$ cat config.mk
export PLATFORM = sky130hd
export DESIGN_NAME = pll_divcalc
export DESIGN_NICKNAME = d
export VERILOG_FILES = /design/src/rtl/pll_divcalc_pkg.sv /design/src/rtl/pll_rdiv.sv /design/src/rtl/pll_band_sel.sv /design/src/rtl/pll_divcalc.sv
export SDC_FILE = /design/constraint.sdc
export NUM_CORES = 1
export LEC_CHECK = 0
export ABC_CLOCK_PERIOD_IN_PS = 10060
export BUFFER_PORTS_ARGS = -buffer_cell sky130_fd_sc_hd__buf_2
export CAP_MARGIN = 30
export CORE_ASPECT_RATIO = 0.75
export CORE_MARGIN = 8
export CORE_UTILIZATION = 70
export DETAILED_ROUTE_END_ITERATION = 8
export GPL_TIMING_DRIVEN = 0
export HOLD_SLACK_MARGIN = 0.05
export PLACE_DENSITY = 0.88
export SYNTH_ARGS = -nofsm -noshare
export SYNTH_HDL_FRONTEND = slang
export SYNTH_HIERARCHICAL = 1
export SYNTH_SLANG_ARGS = --single-unit
$ cat constraint.sdc
create_clock -name clk -period 10.06 [get_ports clk]
set_input_delay 1.509 -clock clk [delete_from_list [all_inputs] [get_ports clk]]
set_output_delay 1.509 -clock clk [all_outputs]
set_load 0.02 [all_outputs]
$ cat src/rtl/pll_divcalc_pkg.sv
package pll_divcalc_pkg;

  typedef enum logic [1:0] {
    ST_IDLE  = 2'd0,
    ST_KHZ   = 2'd1,
    ST_RATIO = 2'd2,
    ST_FB    = 2'd3
  } calc_st_t;

  // Ratio bands, ascending upper limits (exclusive) and the R code for each.
  localparam int NUM_BANDS = 4;
  localparam int unsigned BAND_LIM  [NUM_BANDS] = '{8600, 12900, 16100, 64000};
  localparam int unsigned BAND_CODE [NUM_BANDS] = '{13, 8, 6, 0};

endpackage

$ cat src/rtl/pll_rdiv.sv
module pll_rdiv #(
  parameter int W = 32
) (
  input  logic         clk,
  input  logic         rst,
  input  logic         go,
  input  logic [W-1:0] num,
  input  logic [W-1:0] den,
  output logic         done,
  output logic [W-1:0] quo
);
  localparam int CNT_W = $clog2(W + 1);

  logic [W-1:0]     rem_q;
  logic [W-1:0]     den_q;
  logic [CNT_W-1:0] cnt_q;
  logic             run_q;
  logic [W:0]       shifted;
  logic             take;

  assign shifted = {rem_q, quo[W-1]};
  assign take    = shifted >= {1'b0, den_q};

  always_ff @(posedge clk) begin
    if (rst) begin
      rem_q <= '0;
      den_q <= '0;
      quo   <= '0;
      cnt_q <= '0;
      run_q <= 1'b0;
      done  <= 1'b0;
    end else begin
      done <= 1'b0;
      if (go) begin
        rem_q <= '0;
        den_q <= den;
        quo   <= num;
        cnt_q <= CNT_W'(W);
        run_q <= 1'b1;
      end else if (run_q) begin
        if (take) begin
          rem_q <= W'(shifted - {1'b0, den_q});
          quo   <= {quo[W-2:0], 1'b1};
        end else begin
          rem_q <= shifted[W-1:0];
          quo   <= {quo[W-2:0], 1'b0};
        end
        cnt_q <= cnt_q - 1'b1;
        if (cnt_q == CNT_W'(1)) begin
          run_q <= 1'b0;
          done  <= 1'b1;
        end
      end
    end
  end
endmodule

$ cat src/rtl/pll_band_sel.sv
module pll_band_sel
  import pll_divcalc_pkg::*;
#(
  parameter int W  = 32,
  parameter int CW = 8
) (
  input  logic [W-1:0]  ratio,
  output logic [CW-1:0] r_code,
  output logic          over
);
  logic [NUM_BANDS-1:0] below;

  genvar gi;
  generate
    for (gi = 0; gi < NUM_BANDS; gi++) begin : g_cmp
      assign below[gi] = ratio < W'(BAND_LIM[gi]);
    end
  endgenerate

  // The lowest band whose limit exceeds the ratio wins.
  always_comb begin
    r_code = '0;
    for (int i = NUM_BANDS - 1; i >= 0; i--) begin
      if (below[i]) r_code = CW'(BAND_CODE[i]);
    end
  end

  assign over = !below[NUM_BANDS-1];
endmodule

$ cat src/rtl/pll_divcalc.sv
module pll_divcalc
  import pll_divcalc_pkg::*;
#(
  parameter int          W       = 32,
  parameter int          CW      = 8,
  parameter int unsigned LO_HZ   = 5_000_000,
  parameter int unsigned HI_HZ   = 70_000_000,
  parameter int unsigned FAST_HZ = 133_333_333,
  parameter int unsigned SLOW_HZ = 100_000_000,
  parameter int unsigned SCALE   = 1000,
  parameter int unsigned F_OFS   = 2,
  parameter int unsigned F_MAX   = 127
) (
  input  logic          clk,
  input  logic          rst,
  input  logic          start,
  input  logic          fast_class,
  input  logic [W-1:0]  ref_hz,
  output logic          busy,
  output logic          done,
  output logic          ok,
  output logic          err,
  output logic [CW-1:0] ctl0,
  output logic [CW-1:0] ctl1
);
  localparam logic [W-1:0] F_HI = W'(F_MAX + F_OFS);

  calc_st_t      st;
  logic [W-1:0]  tgt_q;
  logic [CW-1:0] r_sel_q;
  logic          div_go;
  logic [W-1:0]  div_num;
  logic [W-1:0]  div_den;
  logic          div_done;
  logic [W-1:0]  div_q;
  logic [CW-1:0] band_r;
  logic          band_over;
  logic [W-1:0]  r_plus;
  logic [W-1:0]  prod;
  logic          in_range;

  pll_rdiv #(.W(W)) u_div (
    .clk  (clk),
    .rst  (rst),
    .go   (div_go),
    .num  (div_num),
    .den  (div_den),
    .done (div_done),
    .quo  (div_q)
  );

  pll_band_sel #(.W(W), .CW(CW)) u_band (
    .ratio  (div_q),
    .r_code (band_r),
    .over   (band_over)
  );

  assign r_plus   = W'(band_r) + W'(F_OFS);
  assign prod     = div_q * r_plus;
  assign in_range = (ref_hz >= W'(LO_HZ)) && (ref_hz <= W'(HI_HZ));

  always_ff @(posedge clk) begin
    if (rst) begin
      st      <= ST_IDLE;
      tgt_q   <= '0;
      r_sel_q <= '0;
      div_go  <= 1'b0;
      div_num <= '0;
      div_den <= '0;
      busy    <= 1'b0;
      done    <= 1'b0;
      ok      <= 1'b0;
      err     <= 1'b0;
      ctl0    <= '0;
      ctl1    <= '0;
    end else begin
      div_go <= 1'b0;
      done   <= 1'b0;
      unique case (st)
        ST_IDLE: begin
          if (start) begin
            ok    <= 1'b0;
            err   <= 1'b0;
            ctl0  <= '0;
            ctl1  <= '0;
            tgt_q <= fast_class ? W'(FAST_HZ) : W'(SLOW_HZ);
            if (!in_range) begin
              err  <= 1'b1;
              done <= 1'b1;
            end else begin
              div_num <= ref_hz;
              div_den <= W'(SCALE);
              div_go  <= 1'b1;
              busy    <= 1'b1;
              st      <= ST_KHZ;
            end
          end
        end
        ST_KHZ: begin
          if (div_done) begin
            div_num <= tgt_q;
            div_den <= div_q;
            div_go  <= 1'b1;
            st      <= ST_RATIO;
          end
        end
        ST_RATIO: begin
          if (div_done) begin
            if (band_over) begin
              err  <= 1'b1;
              done <= 1'b1;
              busy <= 1'b0;
              st   <= ST_IDLE;
            end else begin
              r_sel_q <= band_r;
              div_num <= prod;
              div_den <= W'(SCALE);
              div_go  <= 1'b1;
              st      <= ST_FB;
            end
          end
        end
        ST_FB: begin
          if (div_done) begin
            if (div_q < W'(F_OFS) || div_q > F_HI) begin
              err <= 1'b1;
            end else begin
              ok   <= 1'b1;
              ctl0 <= CW'(div_q - W'(F_OFS));
              ctl1 <= r_sel_q;
            end
            done <= 1'b1;
            busy <= 1'b0;
            st   <= ST_IDLE;
          end
        end
        default: st <= ST_IDLE;
      endcase
    end
  end
endmodule

==> metrics.txt <==
status finished, final reports clean; CTS tree built; CTS Buf Count 19; via density per instance 6.44; Async SR Flop Fraction 0%; MaxCap Viol Count 0; final hold vios 0; Synth cell types 101; final core utilization 75.3%; critical path arrival 9.89 ns; vias 17,674; total gr overflow 0; Setup crit end kind flip-flop; Final Power 1930 uW; I/O pins 56; vias in the first global route 17,004; core area 26,700 sq um; total power per unit cell area 96.2 nW/um^2; Initial Util 70.3%; Seq/Total Area, Yosys 21.6%; Setup violations, final 0; final WL 60.8 mm; first-pass GRT wire length 94.4 mm; clock skew 0.0265 ns; die height 158 um; mean post-synth cell area 8.15 sq um; most frequently used cell type in the post-synthesis netlist inv_1; root buffer cell clkbuf_16; final net count 2,679; total setup buffers inserted after CTS 0; Synth Register Bits 202; synthesized area 18,800 sq um; EDFF count, synth 0; Post-Layout Cell Count 2,743; crit path max fanout 11; ranking of synthesized cells by area dfxtp_1 22%, fa_1 19%, inv_1 5.5%, ha_1 5.5%, nor2_1 5.1%; area of the multi-input gates 13,000 sq um; clock sinks 202; share of layout cells above drive strength 1 7.07%; Design Area, Final 20,100 sq um; hold buffers post-CTS 0; Reg area 4040 sq um; routed len/inst 22.2 um; critical path data required time 10.41 ns; WHS Path Cells 2; largest net degree at the start of global routing 16; Setup CP Type reg2reg; ANT nets after route 0; Static Leak 0.00876 uW; CP startpoint kind flip-flop; Primary FF master, synth dfxtp_1; Core Rows 52; Post-CTS Resized 0; unrepaired setup endpoints after global routing false; Chip Width 205 um; Clock Pin Slew Worst Setup and Hold Paths 0.08 ns; top cells by count, synth 275 x inv_1, 255 x nor2_1, 202 x dfxtp_1; synth warn 6; CTS Buffer Depth 3; top-area cell type share of the netlist area 21.6%; port bufs 54; final worst path period share 94.9%; Tot GR Track Use 37.5%; Synth Instances 2,302; worst vdd ir 0.000143 V; fin. max-slew vios 0; die area 32,300 sq um; setup TNS 0 ns; area post-placement 19,500 sq um; H-tree depth 1; DP Cell Count 2,711; drt pass-1 iters 7; Syn-to-layout area delta 7.07%; worst hold path class reg2reg; GP Congestion 1.01; Residual DRC 0; hpwl dp 47.7 mm; Yosys top cell by area dfxtp_1; # fillers 2,024; initial antenna violation count 2; Period minus WS final 9.54 ns; Slew HR 34.5%; FMAX 0.105 GHz; Skew-Pair Late Insertion Delay 0.52 ns; initial drt markers 2,413; Register-to-Register Path Depth 26; Worst Tran Pin Value 0.983 ns
-- cell usage in the layout (no fill, tap or decap), types with 45 or more instances in the layout --
| master | synthesis | routed |
|---|---|---|
| inv_1 | 275 | 275 |
| nor2_1 | 255 | 255 |
| dfxtp_1 | 202 | 202 |
| fa_1 | 180 | 180 |
| nand2_1 | 179 | 179 |
| a21oi_1 | 155 | 155 |
| clkbuf_1 | 105 | 108 |
| o21ai_0 | 89 | 89 |
| ha_1 | 82 | 82 |
| mux2i_1 | 76 | 76 |
| and2_1 | 68 | 68 |
| nor2b_1 | 67 | 67 |
| buf_2 | 9 | 63 |
| nand3_1 | 54 | 54 |
| xnor2_1 | 48 | 48 |
| nand2b_1 | 45 | 45 |
-- per-stage QoR --
| step | hold WS [ns] | setup WS (ns) |
|---|---|---|
| floorplan | 0.432 | 3.56 |
| global placement | 0.437 | 1.25 |
| detailed placement | 0.442 | 1.07 |
| CTS | 0.450 | 0.987 |
| global route | 0.477 | 0.169 |
| finish | 0.452 | 0.518 |
-- registers in the layout, summed over array words and instances, names as in the netlist, 8 cells and up --
register,cells
div_den,32
u_div/quo,32
r_sel_q,8
div_num,32
ctl1,8
u_div/den_q,32
ctl0,8
u_div/rem_q,32
-- final timing paths --
check	from	slack [ns]	endpoint
setup / recovery	u_div/quo[6]	0.52	div_num[31]
hold / removal	ctl0[5]	0.45	ctl0[5]
hold reg to reg	ctl0[5]	0.45	ctl0[5]
setup reg to reg	u_div/quo[6]	0.52	div_num[31]
-- layout make-up --
cell class              count  area share, %
multi-input cells        1683           64.7
flip-flops and latches    202           20.1
inverters                 275           5.14
plain buffers             145           3.47
clock buffers              26           2.70
well taps                 351           2.19
repair buffers             55           1.38
clock inverters             5          0.268
diodes                      1         0.0125
-- worst max-delay path, cell delays in order (launching register included) --
cell and delay [ns]:
dfxtp_1 0.65, o311a_1 0.33, o211ai_2 0.11, a21oi_2 0.21, o31ai_1 0.12, nor2_1 0.61
ha_1 0.33, xor2_1 0.41, clkbuf_1 0.70, clkbuf_1 0.61, and2_1 0.25, fa_1 0.45
fa_1 0.48, fa_1 0.55, inv_1 0.05, fa_1 0.55, inv_1 0.05, ha_1 0.36
and4_1 0.29, o211ai_1 0.18, o21a_1 0.25, a221oi_1 0.72, o21ai_0 0.31, o21ai_1 0.31
xnor2_1 0.12, a221oi_1 0.28, nor3_1 0.08
-- routing by layer --
layer | up-vias | share of wire (%) | wire length [um] | track usage, %
met2 | 1276 | 40 | 24300 | 52.4
met1 | 8472 | 40 | 24300 | 52.8
li1 | 7753 | - | - | -
met4 | 2 | 3.0 | 1830 | 10.4
met5 | - | 0.021 | 13 | 0
met3 | 171 | 17 | 10200 | 15.2
-- report_power, final --
group | total, uW | switching, uW | internal, uW
Sequential | 855 | 21.0 | 834
Combinational | 349 | 251 | 98.1
Clock | 728 | 326 | 402
-- logic make-up (layout without fill, tap and decap cells) --
| family | after synthesis | count (layout) | synth area share, % |
|---|---|---|---|
| simple gates | 826 | 826 | 21.7 |
| compound gates | 447 | 447 | 15.5 |
| buf+inv | 420 | 506 | 9.22 |
| fa+ha+maj | 262 | 262 | 24.7 |
| flops | 202 | 202 | 21.6 |
| mux | 76 | 76 | 4.06 |
| xor+xnor | 68 | 68 | 3.25 |
| other cells | 1 | 5 | 0.0200 |
Power figures use the tool's default switching activity.
